$ cat src/rtl/race_div_pkg.sv
package race_div_pkg;
  typedef enum logic [1:0] {
    ST_IDLE,
    ST_LOAD,
    ST_RUN,
    ST_FIN
  } ctl_state_e;
endpackage

$ cat src/rtl/sub_div_engine.sv
// Repeated-subtraction divider: one subtraction per cycle, latency tracks the quotient.
module sub_div_engine #(
  parameter int W = 8
) (
  input  logic         clk_i,
  input  logic         rst_ni,
  input  logic         clr_i,
  input  logic         start_i,
  input  logic [W-1:0] dividend_i,
  input  logic [W-1:0] divisor_i,
  output logic         done_o,
  output logic [W-1:0] quo_o,
  output logic [W-1:0] rem_o
);
  logic         active_q, done_q;
  logic [W-1:0] quo_q, rem_q;

  always_ff @(posedge clk_i or negedge rst_ni) begin
    if (!rst_ni) begin
      active_q <= 1'b0;
      done_q   <= 1'b0;
      quo_q    <= '0;
      rem_q    <= '0;
    end else if (clr_i) begin
      active_q <= 1'b0;
      done_q   <= 1'b0;
    end else if (start_i) begin
      active_q <= 1'b1;
      done_q   <= 1'b0;
      quo_q    <= '0;
      rem_q    <= dividend_i;
    end else if (active_q) begin
      if (rem_q >= divisor_i) begin
        rem_q <= rem_q - divisor_i;
        quo_q <= quo_q + 1'b1;
      end else begin
        active_q <= 1'b0;
        done_q   <= 1'b1;
      end
    end
  end

  assign done_o = done_q;
  assign quo_o  = quo_q;
  assign rem_o  = rem_q;

  // a finished subtraction run leaves a remainder below the divisor
  p_sub_rem_bound_r3: assert property (@(posedge clk_i) disable iff (!rst_ni)
    done_q |-> (rem_q < divisor_i));
  p_sub_exclusive_r4: assert property (@(posedge clk_i) disable iff (!rst_ni)
    !(done_q && active_q));
endmodule

$ cat src/rtl/nrd_engine.sv
// Non-restoring divider: W shift/add-or-subtract steps, then one sign correction step.
module nrd_engine #(
  parameter int W = 8
) (
  input  logic         clk_i,
  input  logic         rst_ni,
  input  logic         clr_i,
  input  logic         start_i,
  input  logic [W-1:0] dividend_i,
  input  logic [W-1:0] divisor_i,
  output logic         done_o,
  output logic [W-1:0] quo_o,
  output logic [W-1:0] rem_o
);
  localparam int PW = W + 2;
  localparam int CW = $clog2(W + 1);

  logic          active_q, done_q;
  logic [PW-1:0] part_q;
  logic [W-1:0]  acc_q;
  logic [CW-1:0] cnt_q;
  logic [PW-1:0] part_sh, part_nx, div_ext;

  assign div_ext = {2'b00, divisor_i};
  assign part_sh = {part_q[PW-2:0], acc_q[W-1]};
  // sign of the partial remainder chooses add or subtract
  assign part_nx = part_q[PW-1] ? (part_sh + div_ext) : (part_sh - div_ext);

  always_ff @(posedge clk_i or negedge rst_ni) begin
    if (!rst_ni) begin
      active_q <= 1'b0;
      done_q   <= 1'b0;
      part_q   <= '0;
      acc_q    <= '0;
      cnt_q    <= '0;
    end else if (clr_i) begin
      active_q <= 1'b0;
      done_q   <= 1'b0;
      cnt_q    <= '0;
    end else if (start_i) begin
      active_q <= 1'b1;
      done_q   <= 1'b0;
      part_q   <= '0;
      acc_q    <= dividend_i;
      cnt_q    <= CW'(W);
    end else if (active_q) begin
      if (cnt_q != '0) begin
        part_q <= part_nx;
        acc_q  <= {acc_q[W-2:0], ~part_nx[PW-1]};
        cnt_q  <= cnt_q - 1'b1;
      end else begin
        if (part_q[PW-1]) part_q <= part_q + div_ext;
        active_q <= 1'b0;
        done_q   <= 1'b1;
      end
    end
  end

  assign done_o = done_q;
  assign quo_o  = acc_q;
  assign rem_o  = part_q[W-1:0];

  // corrected remainder is non-negative and below the divisor
  p_nrd_rem_bound_r3: assert property (@(posedge clk_i) disable iff (!rst_ni)
    done_q |-> (!part_q[PW-1] && (part_q < div_ext)));
  // completion only after all W steps
  p_nrd_steps_r4: assert property (@(posedge clk_i) disable iff (!rst_ni)
    done_q |-> (cnt_q == '0));
endmodule

$ cat src/rtl/race_div.sv
module race_div
  import race_div_pkg::*;
#(
  parameter int W = 8
) (
  input  logic         clk_i,
  input  logic         rst_ni,
  input  logic         start_i,
  input  logic [W-1:0] dividend_i,
  input  logic [W-1:0] divisor_i,
  output logic         busy_o,
  output logic         done_o,
  output logic [W-1:0] quotient_o,
  output logic [W-1:0] remainder_o,
  output logic         div_zero_o
);
  ctl_state_e   state_q;
  logic [W-1:0] op_a_q, op_b_q;
  logic [W-1:0] quo_q, rem_q;
  logic         dz_q;

  logic         eng_start, eng_clr, b_zero;
  logic         sub_done, nrd_done;
  logic [W-1:0] sub_quo, sub_rem, nrd_quo, nrd_rem;
  logic [W-1:0] sel_quo, sel_rem;

  assign b_zero    = (op_b_q == '0);
  assign eng_start = (state_q == ST_LOAD) && !b_zero;
  assign eng_clr   = (state_q == ST_RUN) && (sub_done || nrd_done);

  sub_div_engine #(.W(W)) u_sub (
    .clk_i      (clk_i),
    .rst_ni     (rst_ni),
    .clr_i      (eng_clr),
    .start_i    (eng_start),
    .dividend_i (op_a_q),
    .divisor_i  (op_b_q),
    .done_o     (sub_done),
    .quo_o      (sub_quo),
    .rem_o      (sub_rem)
  );

  nrd_engine #(.W(W)) u_nrd (
    .clk_i      (clk_i),
    .rst_ni     (rst_ni),
    .clr_i      (eng_clr),
    .start_i    (eng_start),
    .dividend_i (op_a_q),
    .divisor_i  (op_b_q),
    .done_o     (nrd_done),
    .quo_o      (nrd_quo),
    .rem_o      (nrd_rem)
  );

  // subtraction engine has priority on a tie
  always_comb begin
    if (sub_done) begin
      sel_quo = sub_quo;
      sel_rem = sub_rem;
    end else begin
      sel_quo = nrd_quo;
      sel_rem = nrd_rem;
    end
  end

  always_ff @(posedge clk_i or negedge rst_ni) begin
    if (!rst_ni) begin
      state_q <= ST_IDLE;
      op_a_q  <= '0;
      op_b_q  <= '0;
      quo_q   <= '0;
      rem_q   <= '0;
      dz_q    <= 1'b0;
    end else begin
      unique case (state_q)
        ST_IDLE: if (start_i) begin
          op_a_q  <= dividend_i;
          op_b_q  <= divisor_i;
          state_q <= ST_LOAD;
        end
        ST_LOAD: if (b_zero) begin
          quo_q   <= '1;
          rem_q   <= op_a_q;
          dz_q    <= 1'b1;
          state_q <= ST_FIN;
        end else begin
          state_q <= ST_RUN;
        end
        ST_RUN: if (sub_done || nrd_done) begin
          quo_q   <= sel_quo;
          rem_q   <= sel_rem;
          dz_q    <= 1'b0;
          state_q <= ST_FIN;
        end
        ST_FIN: state_q <= ST_IDLE;
        default: state_q <= ST_IDLE;
      endcase
    end
  end

  assign busy_o      = (state_q != ST_IDLE);
  assign done_o      = (state_q == ST_FIN);
  assign quotient_o  = quo_q;
  assign remainder_o = rem_q;
  assign div_zero_o  = dz_q;

  p_busy_at_done_r2: assert property (@(posedge clk_i) disable iff (!rst_ni)
    done_o |-> busy_o);
  // a tie must not produce disagreeing engine results
  p_tie_agree_r3: assert property (@(posedge clk_i) disable iff (!rst_ni)
    (sub_done && nrd_done) |-> (sub_quo == nrd_quo && sub_rem == nrd_rem));
  p_engines_aborted_r5: assert property (@(posedge clk_i) disable iff (!rst_ni)
    done_o |-> (!sub_done && !nrd_done));
  p_zero_fast_r6: assert property (@(posedge clk_i) disable iff (!rst_ni)
    (state_q == ST_LOAD && b_zero) |=> (done_o && div_zero_o));
  p_done_pulse_r7: assert property (@(posedge clk_i) disable iff (!rst_ni)
    done_o |=> (!done_o && !busy_o));
  p_ignore_start_r8: assert property (@(posedge clk_i) disable iff (!rst_ni)
    busy_o |=> ($stable(op_a_q) && $stable(op_b_q)));
  p_result_hold_r9: assert property (@(posedge clk_i) disable iff (!rst_ni)
    !done_o |-> ($stable(quotient_o) && $stable(remainder_o) && $stable(div_zero_o)));
endmodule

$ cat config.mk
export PLATFORM = sky130hd
export DESIGN_NAME = race_div
export DESIGN_NICKNAME = d
export VERILOG_FILES = /design/src/rtl/race_div_pkg.sv /design/src/rtl/sub_div_engine.sv /design/src/rtl/nrd_engine.sv /design/src/rtl/race_div.sv
export SDC_FILE = /design/constraint.sdc
export NUM_CORES = 1
export LEC_CHECK = 0
export CAP_MARGIN = 5
export CORE_ASPECT_RATIO = 1.4
export CORE_MARGIN = 1
export CORE_UTILIZATION = 31
export CTS_CLUSTER_SIZE = 20
export DETAILED_ROUTE_END_ITERATION = 16
export PLACE_DENSITY = 0.59
export SYNTH_ARGS = -nofsm -noshare
export SYNTH_HDL_FRONTEND = slang
export SYNTH_HIERARCHICAL = 1
export SYNTH_SLANG_ARGS = --single-unit
$ cat constraint.sdc
create_clock -name clk_i -period 6.1 [get_ports clk_i]
set_input_delay 0.915 -clock clk_i [delete_from_list [all_inputs] [get_ports clk_i]]
set_output_delay 0.915 -clock clk_i [all_outputs]
set_load 0.01 [all_outputs]
After elaboration in Yosys (flattened, before gate mapping):

Cells that the tools add are included.

* $lt $le $gt $ge: 1
* equal/unequal tests: 8
* bitwise gates (word level): 2
* reduce and logical (&&, ||, !) cells: 27
* muxes and demuxes: 49
* $add $sub $neg: 6

Operators with widths (number)
* 8-bit two-way mux: 15
* 10-bit two-way mux: 5
* 8-bit case mux with 2 select lines: 2
* 10-bit by 8-bit adder with 10-bit output: 2
* 1-bit two-way mux: 19
* 4-bit two-way mux: 4
* 2-bit AND reduction: 6
* 3-bit AND reduction: 4
* 2-bit nonzero test: 6
* 3-bit nonzero test: 4
* 10-bit by 8-bit subtractor with 10-bit output: 1
* 8-bit by 1-bit adder with 8-bit output, second input constant: 1
* 8-bit >= comparator: 1
* 8-bit zero test: 1
* 2-bit case mux with 4 select lines: 1
* 8-bit subtractor: 1
* 3-bit != test, second input constant: 2
* 2-bit == test, second input constant: 2
* 2-bit two-way mux: 2
* 2-bit != test, second input constant: 2
* 4-bit nonzero test: 1
* 4-bit by 1-bit subtractor with 4-bit output, second input constant: 1
* 2-bit by 1-bit == test with 1-bit output, second input constant: 1
* 1-bit logical AND: 2
* other kinds (6): 7

* output and inout bits: 19
* bits of input ports: 19
* word-level logic and storage cells: 109
* register bits: 77

Logic depth before layout (Yosys ltp):

Gate-level depths: netlist (run 1).

* depth in word-level cells: 6
* gate-level depth with buffers: 12
* depth with buffers taken out: 12

Cells and area by module:

Netlist (run 1), hierarchy kept.

Modules (own cells, without submodules)
* nrd_engine: cells an instance 235, seq. area each 600.6 sq um, times used 1, area an instance 2098.3 sq um
* race_div: cells an instance 139, seq. area each 875.8 sq um, times used 1, area an instance 1799.2 sq um
* sub_div_engine: cells an instance 149, seq. area each 450.4 sq um, times used 1, area an instance 1316.3 sq um

Least setup slack after synthesis (run 1):

Ideal clock, no wire load.

* kind: reg-to-reg
* start: register op_b_q[1]
* end: register u_nrd.acc_q[0] (netlist: u_nrd/quo_o[0])
* arrival: 2554 ps
* period minus slack after synthesis: 2623 ps
* required time: 6031 ps
* stages on the path, launching flop included: 12
* buffers on the path: 0
* slack: 3477 ps
* library setup time: 69 ps
* cell sequence: dfrtp_1 > inv_1 > ha_1 > mux2_2 > ha_1 > a21o_1 > nand4_1 > nand3_2 > a31oi_2 > o21ai_1 > or3b_1 > nand3_1

* cells in the longest elaborated chain, start to end: 6
* elaborated cells between the ends (all ways): 13
* those cells by class: 2 x add/sub; 4 x mux; 1 x bitwise; 6 x reduce/logical

Ends and longest elaborated chain
* from (decl): line race_div.sv:18 `logic [W-1:0] op_a_q, op_b_q;`
* from (signal assigned): line race_div.sv:78 `op_b_q <= divisor_i;`
* 10-bit by 8-bit subtractor with 10-bit output or 10-bit by 8-bit adder with 10-bit output (tied branches): line nrd_engine.sv:27 `assign part_nx = part_q[PW-1] ? (part_sh + div_ext) : (part_sh - div_ext);`
* 10-bit two-way mux: line nrd_engine.sv:27
* 1-bit inverter: line nrd_engine.sv:49 `acc_q <= {acc_q[W-2:0], ~part_nx[PW-1]};`
* 8-bit two-way mux: line nrd_engine.sv:47 `if (cnt_q != '0) begin`
* 8-bit two-way mux: line nrd_engine.sv:46 `end else if (active_q) begin`
* 8-bit two-way mux: line nrd_engine.sv:40 `end else if (start_i) begin`
* to (signal assigned): line nrd_engine.sv:44 `acc_q <= dividend_i;`
* to (signal assigned): line nrd_engine.sv:49
* to (decl): line nrd_engine.sv:20 `logic [W-1:0] acc_q;`

Parallel ways exist; a longest one is shown, timed or not. The select of a mux whose other input is x is not followed.
A chain may end at the register's enable or synchronous reset.

Worst setup path after layout (run 1):

* start: register state_q[0]
* end: register rem_q[3] (netlist: remainder_o[3])

* cells in the longest elaborated chain, start to end: 3
* elaborated cells between the ends (all ways): 7
* those cells by class: 4 x eq/ne; 1 x mux; 2 x reduce/logical

Ends and longest elaborated chain
* from (decl): line race_div.sv:17 `ctl_state_e state_q;`
* from (signal assigned): line race_div.sv:68 `state_q <= ST_IDLE;`
* from (signal assigned): line race_div.sv:79 `state_q <= ST_LOAD;`
* from (signal assigned): line race_div.sv:85 `state_q <= ST_FIN;`
* 2-bit by 1-bit == test with 1-bit output or 2-bit == test (tied branches): line race_div.sv:75 `unique case (state_q)`
* 2-bit != test (no line), or another cell as far along
* 3-bit AND reduction (no line)
* to (signal assigned): line race_div.sv:83 `rem_q <= op_a_q;`
* to (signal assigned): line race_div.sv:91 `rem_q <= sel_rem;`
* to (decl): line race_div.sv:19 `logic [W-1:0] quo_q, rem_q;`

Parallel ways exist; a longest one is shown, timed or not.

==> metrics.txt, run 1 <==
initial antenna violation count=0; Hold Path Class=register to register; Worst-path clk slew=0.06 ns; top cell type's share of synthesized area=36.96%; syn_area_per_cell=9.969 um^2; Die Height=155.4 um; chip width=111.6 um; # Max-Cap Violations=0; CP Capture Type=register; Avg WL per Cell=19.07 um; area delta synth->final=14.54%; Distinct cells, synth=63; GR Util met2=30.71%; worst-case clock buffer depth=2; critical path class=register to register; Final nets=600; FFs w/ async S/R, synth=100.0%; Root Driver=clkbuf_16; vias=4,026; PortBufs=37; HPWL Detailed=10,570 um; clock tree sinks=77; drt first-iter violations=306; Min Clock Period, post-route=3.193 ns; share of layout cells above drive strength 1=12.77%; Peak Freq=313.1 MHz; WP data required=6.33 ns; status=complete, no violations; Fillers=1,600; antenna fix cells=0; prevailing post-synth register cell=dfrtp_1; total congestion overflow=0; Post-Syn Nets=580; Final Hold Viols=0; CTS tree=yes; most common cell after layout, fill and taps aside=dfrtp_1; Post-synth EDFFs=0; Startpoint Class=register; area of placed instances=5649 um^2; post-CTS setup buffer count=0; Post-CTS Hold Fix Bufs=0; Synth area leaders=dfrtp_1 37%, ha_1 8.4%, mux2_2 5.2%; # resized after CTS=0; WP data arrival=3.42 ns; setup TNS=0 ns; GRT Util Overall=17.17%; worst-path fanout max=28; WL final=14,240 um; TritonCTS Buffers=9; Rel. slew slack=31.84%; Seq cells post-synth=77; # H-tree levels=3; area leader, netlist=dfrtp_1; synthesized area=5214 um^2; die area=17,350 um^2; final instance area=5972 um^2; first-pass GRT wire length=22,760 um; final slew viol count=0; Core Util, Final=36.62%; RSZ-0062 raised after global routing=no; GRT busiest layer=met2; largest net degree at the start of global routing=78; Starting Density=31.97%; Final GP Congestion=0.9013; Final Skew=0.008165 ns; Clock Latency Late Sink=0.34 ns; Initial DRT Pass Iterations=5; slew at the pin closest to its max-slew limit=1.022 ns; Tcrit/Tclk final=52.35%; routing usage on met1=18.40%; Detail Route Antenna Nets=0; global-route met3 utilization=1.558%; Avg Vias per Cell=5.390; core box area=16,310 um^2; vias in the first global route=4,251; part of the Yosys area used for sequential elements=36.96%; DRC=0; YS warnings=6; Cells after Synth=523; Finish-stage setup viols=0; most frequent cells in the layout=77 x dfrtp_1, 39 x nor2_1, 36 x a21oi_1, 36 x clkdlybuf4s50_1; IO Pins=38; Rows=55
## registers in the layout (all words and copies together) (netlist names), 8 cells and up
| signal | count |
|---|---|
| u_sub/rem_o | 8 |
| u_nrd/quo_o | 8 |
| u_nrd/part_q | 10 |
| u_sub/quo_o | 8 |
| op_a_q | 8 |
| op_b_q | 8 |
| remainder_o | 8 |
| quotient_o | 8 |
## stage by stage
stage / instances / hold WS, ns / setup WS (ns)
after floorplan: 523 / 0.5015 / 3.477
after global placement: 731 / 0.4977 / 3.006
after detailed placement: 731 / 0.5069 / 2.937
after CTS: 747 / 0.5219 / 2.894
after global routing: 747 / 0.5292 / 2.764
final: 747 / 0.5149 / 2.907
## layer usage
layer	share of wire (%)	vias up
met5	0	-
met4	6.8	0
met3	2.2	39
met2	52	87
met1	39	1994
li1	-	1906
## worst max-delay path: stages, from the launching register on
cell	delay, ns
dfrtp_1	0.43
inv_1	0.14
ha_1	0.82
or3b_1	0.44
o21ai_0	0.08
or2_1	0.75
mux2_2	0.42
## cell usage after synthesis (8+ instances only)
cell and instances:
a21oi_1 36, buf_4 10, ha_1 35, a22o_1 12, o21ai_0 18, mux2_2 24
nor3_1 10, nand2_1 35, dfrtp_1 77, nand3_1 13, mux2_4 9, mux2i_1 26
clkbuf_1 10, xor2_1 16, nand2b_1 8, o21ai_1 14, xnor2_1 9, a31oi_1 9
nor2_1 39, inv_1 26
## kinds of logic (layout without fill, tap and decap cells)
| kind of cell | after synthesis | in the layout | synth area share (%) |
|---|---|---|---|
| compound gates | 132 | 132 | 16.58 |
| xor+xnor | 26 | 26 | 4.512 |
| fa+ha+maj | 38 | 38 | 9.551 |
| buf+inv | 56 | 81 | 5.640 |
| flops | 77 | 77 | 36.96 |
| mux | 59 | 59 | 12.77 |
| simple gates | 135 | 135 | 13.99 |
## final cells by class
type | count | area [um^2] | share of cell area (%)
multi-input cells | 390 | 2993 | 50.12
repair buffers | 39 | 382.9 | 6.411
clock buffers | 10 | 229.0 | 3.834
flip-flops and latches | 77 | 1927 | 32.26
clock inverters | 6 | 93.84 | 1.571
inverters | 26 | 97.59 | 1.634
well taps | 199 | 249.0 | 4.169
## path summary, 6_finish.rpt
kind                                           start                          end  slack (ns)  cells past startpoint
setup / recovery              state_q[0]$_DFFE_PN0P_   remainder_o[3]$_DFFE_PN0P_        2.91                      6
hold / removal             quotient_o[7]$_DFFE_PN0P_    quotient_o[7]$_DFFE_PN0P_        0.51                      1
setup reg to reg              state_q[0]$_DFFE_PN0P_   remainder_o[3]$_DFFE_PN0P_        2.91                      6
hold reg to reg            quotient_o[7]$_DFFE_PN0P_    quotient_o[7]$_DFFE_PN0P_        0.51                      1
max in group asynchronous                     rst_ni  u_nrd/part_q[7]$_DFFE_PN0P_        4.70                      1
min in group asynchronous                     rst_ni        op_a_q[7]$_DFFE_PN0P_        0.72                      1
Power of run 1 is not shown: default switching activity piles up to over one toggle a cycle in this logic, so the estimate is an artifact.
==> run 2, diff against run 1 <==
==> constraint.sdc (replaced) <==
create_clock -name clk_i -period 3.25 [get_ports clk_i]
set_input_delay 0.4875 -clock clk_i [delete_from_list [all_inputs] [get_ports clk_i]]
set_output_delay 0.4875 -clock clk_i [all_outputs]
set_load 0.01 [all_outputs]
==> metrics.txt, run 2 (synthesis results as in run 1) <==
Rows=55; Die Height=155.4 um; vias=3,978; most frequent cells in the layout=77 x dfrtp_1, 39 x nor2_1, 36 x a21oi_1, 36 x clkdlybuf4s50_1; Top reg by flops=u_nrd/part_q; die area=17,350 um^2; power density over the cells=1284 nW/um^2; post-CTS setup buffer count=0; worst-path fanout max=8; Startpoint Class=register; Clock Latency Late Sink=0.35 ns; Peak Freq=358.2 MHz; WL final=13,480 um; Rel. slew slack=31.14%; final non-filler cell total=755; Hold Path Class=primary input to asynchronous set/reset pin; Finish-stage setup viols=0; most common cell after layout, fill and taps aside=dfrtp_1; Fillers=1,595; critical path class=register to register; P_int=4.144 mW; Worst Path Buf+Inv=1; worst r2r src=op_b_q[1]$_DFFE_PN0P_; cell chain of the critical path=inv_1, ha_1, mux2_2, ha_1, a21o_1, nand4_1, nand3_2, a31oi_2, o21ai_1, or3b_1, nand3_1; crit path max-delay cell type=dfrtp_1; Tcrit/Tclk final=85.89%; Final Skew=0.01055 ns; Post-CTS Hold Fix Bufs=0; RSZ-0062 raised after global routing=no; clock share of power=13.2%; Starting Density=31.97%; net switching power figure=3.569 mW; initial antenna violation count=0; antenna fix cells=0; Reg power frac=25.7%; Final Hold Viols=0; share of layout cells above drive strength 1=14.21%; Worst-path clk slew=0.07 ns; WP data required=3.53 ns; first-pass GRT wire length=21,850 um; slew at the pin closest to its max-slew limit=1.033 ns; reg2reg end=u_nrd/quo_o[0]$_DFFE_PN0P_; largest net degree at the start of global routing=78; total congestion overflow=0; core box area=16,310 um^2; DRC=0; # Max-Cap Violations=0; Initial DRT Pass Iterations=4; TritonCTS Buffers=9; drt first-iter violations=146; chip width=111.6 um; IO Pins=38; Cells after DPL=739; number of flip-flops in the largest register=10; Worst path top cell family by delay=simple AND/OR/NAND/NOR gates; Most common cell on crit path=ha_1; Min Clock Period, post-route=2.791 ns; Final GP Congestion=0.8499; FF-to-FF setup slack=0.46 ns; GRT Util Overall=16.20%; flip-flop and latch area=1927 um^2; final slew viol count=0; peak supply drop=0.0003410 V; largest stage delay on the critical path=0.54 ns; area delta synth->final=15.26%; # H-tree levels=3; Final nets=608; HPWL Detailed=9966 um; clock tree sinks=77; CTS tree=yes; WP data arrival=3.07 ns; vias in the first global route=4,112; worst-case clock buffer depth=2; Avg Vias per Cell=5.269; Multi-input gate area=2993 um^2; Root Driver=clkbuf_16; Reg2Reg Depth=11; status=complete, no violations; Sw Share=46.27%; Detail Route Antenna Nets=0; Logic pwr share=61.0%; Leakage Power=2.580 nW; Avg WL per Cell=17.85 um; CP Capture Type=register; # resized after CTS=0; PortBufs=37; setup TNS=0 ns
run 2: changes by cell type in the layout (fill, tap and decap cells not counted):
cell       delta
buf_4         +8
bufinv_16     -2
clkbuf_1      -1
clkinv_4      -1
clkinv_8      +1
inv_8         +3
run 2: area by class of cell:
class                      instances  area share (%)
inverter                          26           1.624
clock buffer                       9           3.748
clock inverter                     7           1.249
timing repair buffer              47           7.370
multi-input combinational        390           49.80
sequential                        77           32.06
tap                              199           4.143
run 2: layer usage:
layer / wire length, um / up-vias / GRT usage [%]
li1: - / 1922 / -
met1: 5485 / 1956 / 18.75
met2: 7169 / 74 / 29.11
met3: 380 / 26 / 2.571
met4: 439 / 0 / 7.722
met5: 0 / - / 0
run 2: power groups by stage:
stage	Combinational, mW	Clock [mW]	Sequential [mW]
after floorplan	3.68	0	1.83
after global placement	4.60	0	1.99
after detailed placement	4.68	0	2.01
after CTS	4.71	1.05	1.99
after global routing	5.24	1.09	2.05
final	4.71	1.02	1.99
run 2: worst register-to-register path: stages, from the launching register on:
cell and delay [ns]:
dfrtp_1 0.54, inv_1 0.14, ha_1 0.29, mux2_2 0.27
ha_1 0.27, a21o_1 0.19, nand4_1 0.11, nand3_2 0.11
a31oi_2 0.23, o21ai_1 0.14, or3b_1 0.36, nand3_1 0.08
run 2: stage by stage:
step                      area (um^2)  power [mW]  utilization, %  setup WS, ns  hold WS, ns
after global routing             6010       8.382           36.85        0.2578       0.3987
after detailed placement         5709       6.689           35.01        0.4563       0.4959
after global placement           5709       6.595           35.01        0.5024       0.4824
after CTS                        6010       7.753           36.85        0.4408       0.3597
final                            6010       7.713           36.85        0.4586       0.2935
after floorplan                  5214       5.512               -        0.6272       0.1919
run 2: worst max path at each step:
stage,slack (ns),cells past startpoint,endpoint,from
6_report,0.46,11,u_nrd/quo_o[0]$_DFFE_PN0P_,op_b_q[1]$_DFFE_PN0P_
2_1_floorplan,0.63,11,u_nrd/quo_o[0]$_DFFE_PN0P_,op_b_q[1]$_DFFE_PN0P_
3_3_place_gp,0.50,11,u_nrd/quo_o[0]$_DFFE_PN0P_,op_b_q[1]$_DFFE_PN0P_
3_5_place_dp,0.46,11,u_nrd/quo_o[0]$_DFFE_PN0P_,op_b_q[1]$_DFFE_PN0P_
5_1_grt,0.26,12,u_nrd/part_q[8]$_DFFE_PN0P_,op_b_q[1]$_DFFE_PN0P_
4_1_cts,0.44,11,u_nrd/quo_o[0]$_DFFE_PN0P_,op_b_q[1]$_DFFE_PN0P_
No activity file was read; power rests on OpenSTA's default activity.
==> run 3, diff against run 2 <==
--- a/config.mk
+++ b/config.mk
@@ -11,6 +11,7 @@
 export CORE_UTILIZATION = 31
 export CTS_CLUSTER_SIZE = 20
 export DETAILED_ROUTE_END_ITERATION = 16
+export GPL_ROUTABILITY_DRIVEN = 0
 export PLACE_DENSITY = 0.59
 export SYNTH_ARGS = -nofsm -noshare
 export SYNTH_HDL_FRONTEND = slang
==> metrics.txt, run 3 (synthesis results as in run 1) <==
CTS tree=yes; Final Skew=0.008801 ns; Worst-path clk slew=0.06 ns; final instance area=6023 um^2; RSZ-0062 raised after global routing=no; peak supply drop=0.0004910 V; Final nets=609; Finish-stage setup viols=0; critical path class=register to register; share of layout cells above drive strength 1=14.36%; status=complete, no violations; largest net degree at the start of global routing=78; Logic pwr share=61.2%; final slew viol count=0; clock tree sinks=77; drt first-iter violations=235; Final Hold Viols=0; Reg power frac=25.3%; Starting Density=31.97%; net switching power figure=3.572 mW; chip width=111.6 um; die area=17,350 um^2; Root Driver=clkbuf_16; HPWL Detailed=9883 um; antenna fix cells=0; Initial DRT Pass Iterations=5; most frequent cells in the layout=77 x dfrtp_1, 39 x nor2_1, 36 x a21oi_1, 36 x clkdlybuf4s50_1; Top reg by flops=u_nrd/part_q; Die Height=155.4 um; TritonCTS Buffers=9; PortBufs=37; initial antenna violation count=0; power density over the cells=1293 nW/um^2; first-pass GRT wire length=22,050 um; CP Capture Type=register; area of placed instances=5717 um^2; Avg WL per Cell=18.00 um; Final WS setup=0.4066 ns; # Max-Cap Violations=0; Power Total=7.786 mW; WP data arrival=3.13 ns; post-CTS setup buffer count=0; IO Pins=38; Rows=55; Reg2Reg Depth=11; vias in the first global route=4,082; setup TNS=0 ns; WL final=13,610 um; Peak Freq=351.7 MHz; Hold Path Class=primary input to asynchronous set/reset pin; Clock Latency Late Sink=0.35 ns; core box area=16,310 um^2; slew at the pin closest to its max-slew limit=1.008 ns; Leakage Power=2.591 nW; total congestion overflow=0; DRC=0; GRT Util Overall=16.39%; P_int=4.214 mW; Detail Route Antenna Nets=0; number of flip-flops in the largest register=10; Rel. slew slack=32.77%; clock share of power=13.5%; worst-case clock buffer depth=2; WP data required=3.54 ns; worst-path fanout max=8; most common cell after layout, fill and taps aside=dfrtp_1; Avg Vias per Cell=5.409; pre-CTS setup slack=0.4193 ns; Post-CTS Hold Fix Bufs=0; FF-to-FF setup slack=0.41 ns; vias=4,089; # H-tree levels=3; area delta synth->final=15.53%; Min Clock Period, post-route=2.843 ns; Startpoint Class=register; Tcrit/Tclk final=87.49%; Sw Share=45.88%; # resized after CTS=0
## run 3: changes by cell type in the layout (fill, tap and decap cells not counted), sizes merged
cell / change
inv: -2
buf: +1
clkinv: +2
clkinvlp: -1
bufinv: +1
## run 3: cell type report
| type | instances | area, um^2 |
|---|---|---|
| Fill cell | 1560 | 10290 |
| Multi-Input combinational cell | 390 | 2993 |
| Inverter | 26 | 97.59 |
| Clock inverter | 7 | 81.33 |
| Tap cell | 199 | 249.0 |
| Clock buffer | 9 | 225.2 |
| Timing Repair Buffer | 48 | 450.4 |
| Sequential cell | 77 | 1927 |
## run 3: path summary, 6_finish.rpt
path                                                 from                    endpoint
worst max-delay path                op_b_q[1]$_DFFE_PN0P_  u_nrd/quo_o[0]$_DFFE_PN0P_
worst min-delay path                               rst_ni       op_b_q[2]$_DFFE_PN0P_
worst max register to register      op_b_q[1]$_DFFE_PN0P_  u_nrd/quo_o[0]$_DFFE_PN0P_
worst min register to register  quotient_o[0]$_DFFE_PN0P_   quotient_o[0]$_DFFE_PN0P_
max in group asynchronous                          rst_ni    u_sub/active_q$_DFF_PN0_
min in group clk_i              quotient_o[0]$_DFFE_PN0P_   quotient_o[0]$_DFFE_PN0P_
## run 3: power groups by stage
stage | clock (mW) | sequential, mW | combinational [mW]
after global placement | 0 | 1.96 | 4.62
after CTS | 1.08 | 1.97 | 4.74
final | 1.05 | 1.97 | 4.76
after floorplan | 0 | 1.83 | 3.68
after detailed placement | 0 | 1.99 | 4.71
after global routing | 1.12 | 2.03 | 5.27
## run 3: through the flow
step	hold slack [ns]	utilization [%]	instances
2_1_floorplan	0.1919	-	523
3_3_place_gp	0.4830	35.05	740
3_5_place_dp	0.4884	35.05	740
4_1_cts	0.3571	36.93	756
5_1_grt	0.4034	36.93	756
6_report	0.3099	36.93	756
## run 3: routing by layer
layer  vias up  wire (um)  track usage, %
met5         -          0               0
met2       107       7188           29.14
met3        31        349           2.376
met1      2013       5551           19.43
li1       1938          -               -
met4         0        515           7.658
## run 3: critical path, stage by stage (launching register included)
cell	delay [ns]
dfrtp_1	0.55
inv_1	0.14
ha_1	0.30
mux2_2	0.28
ha_1	0.27
a21o_1	0.19
nand4_1	0.10
nand3_2	0.11
a31oi_2	0.24
o21ai_1	0.14
or3b_1	0.36
nand3_1	0.08
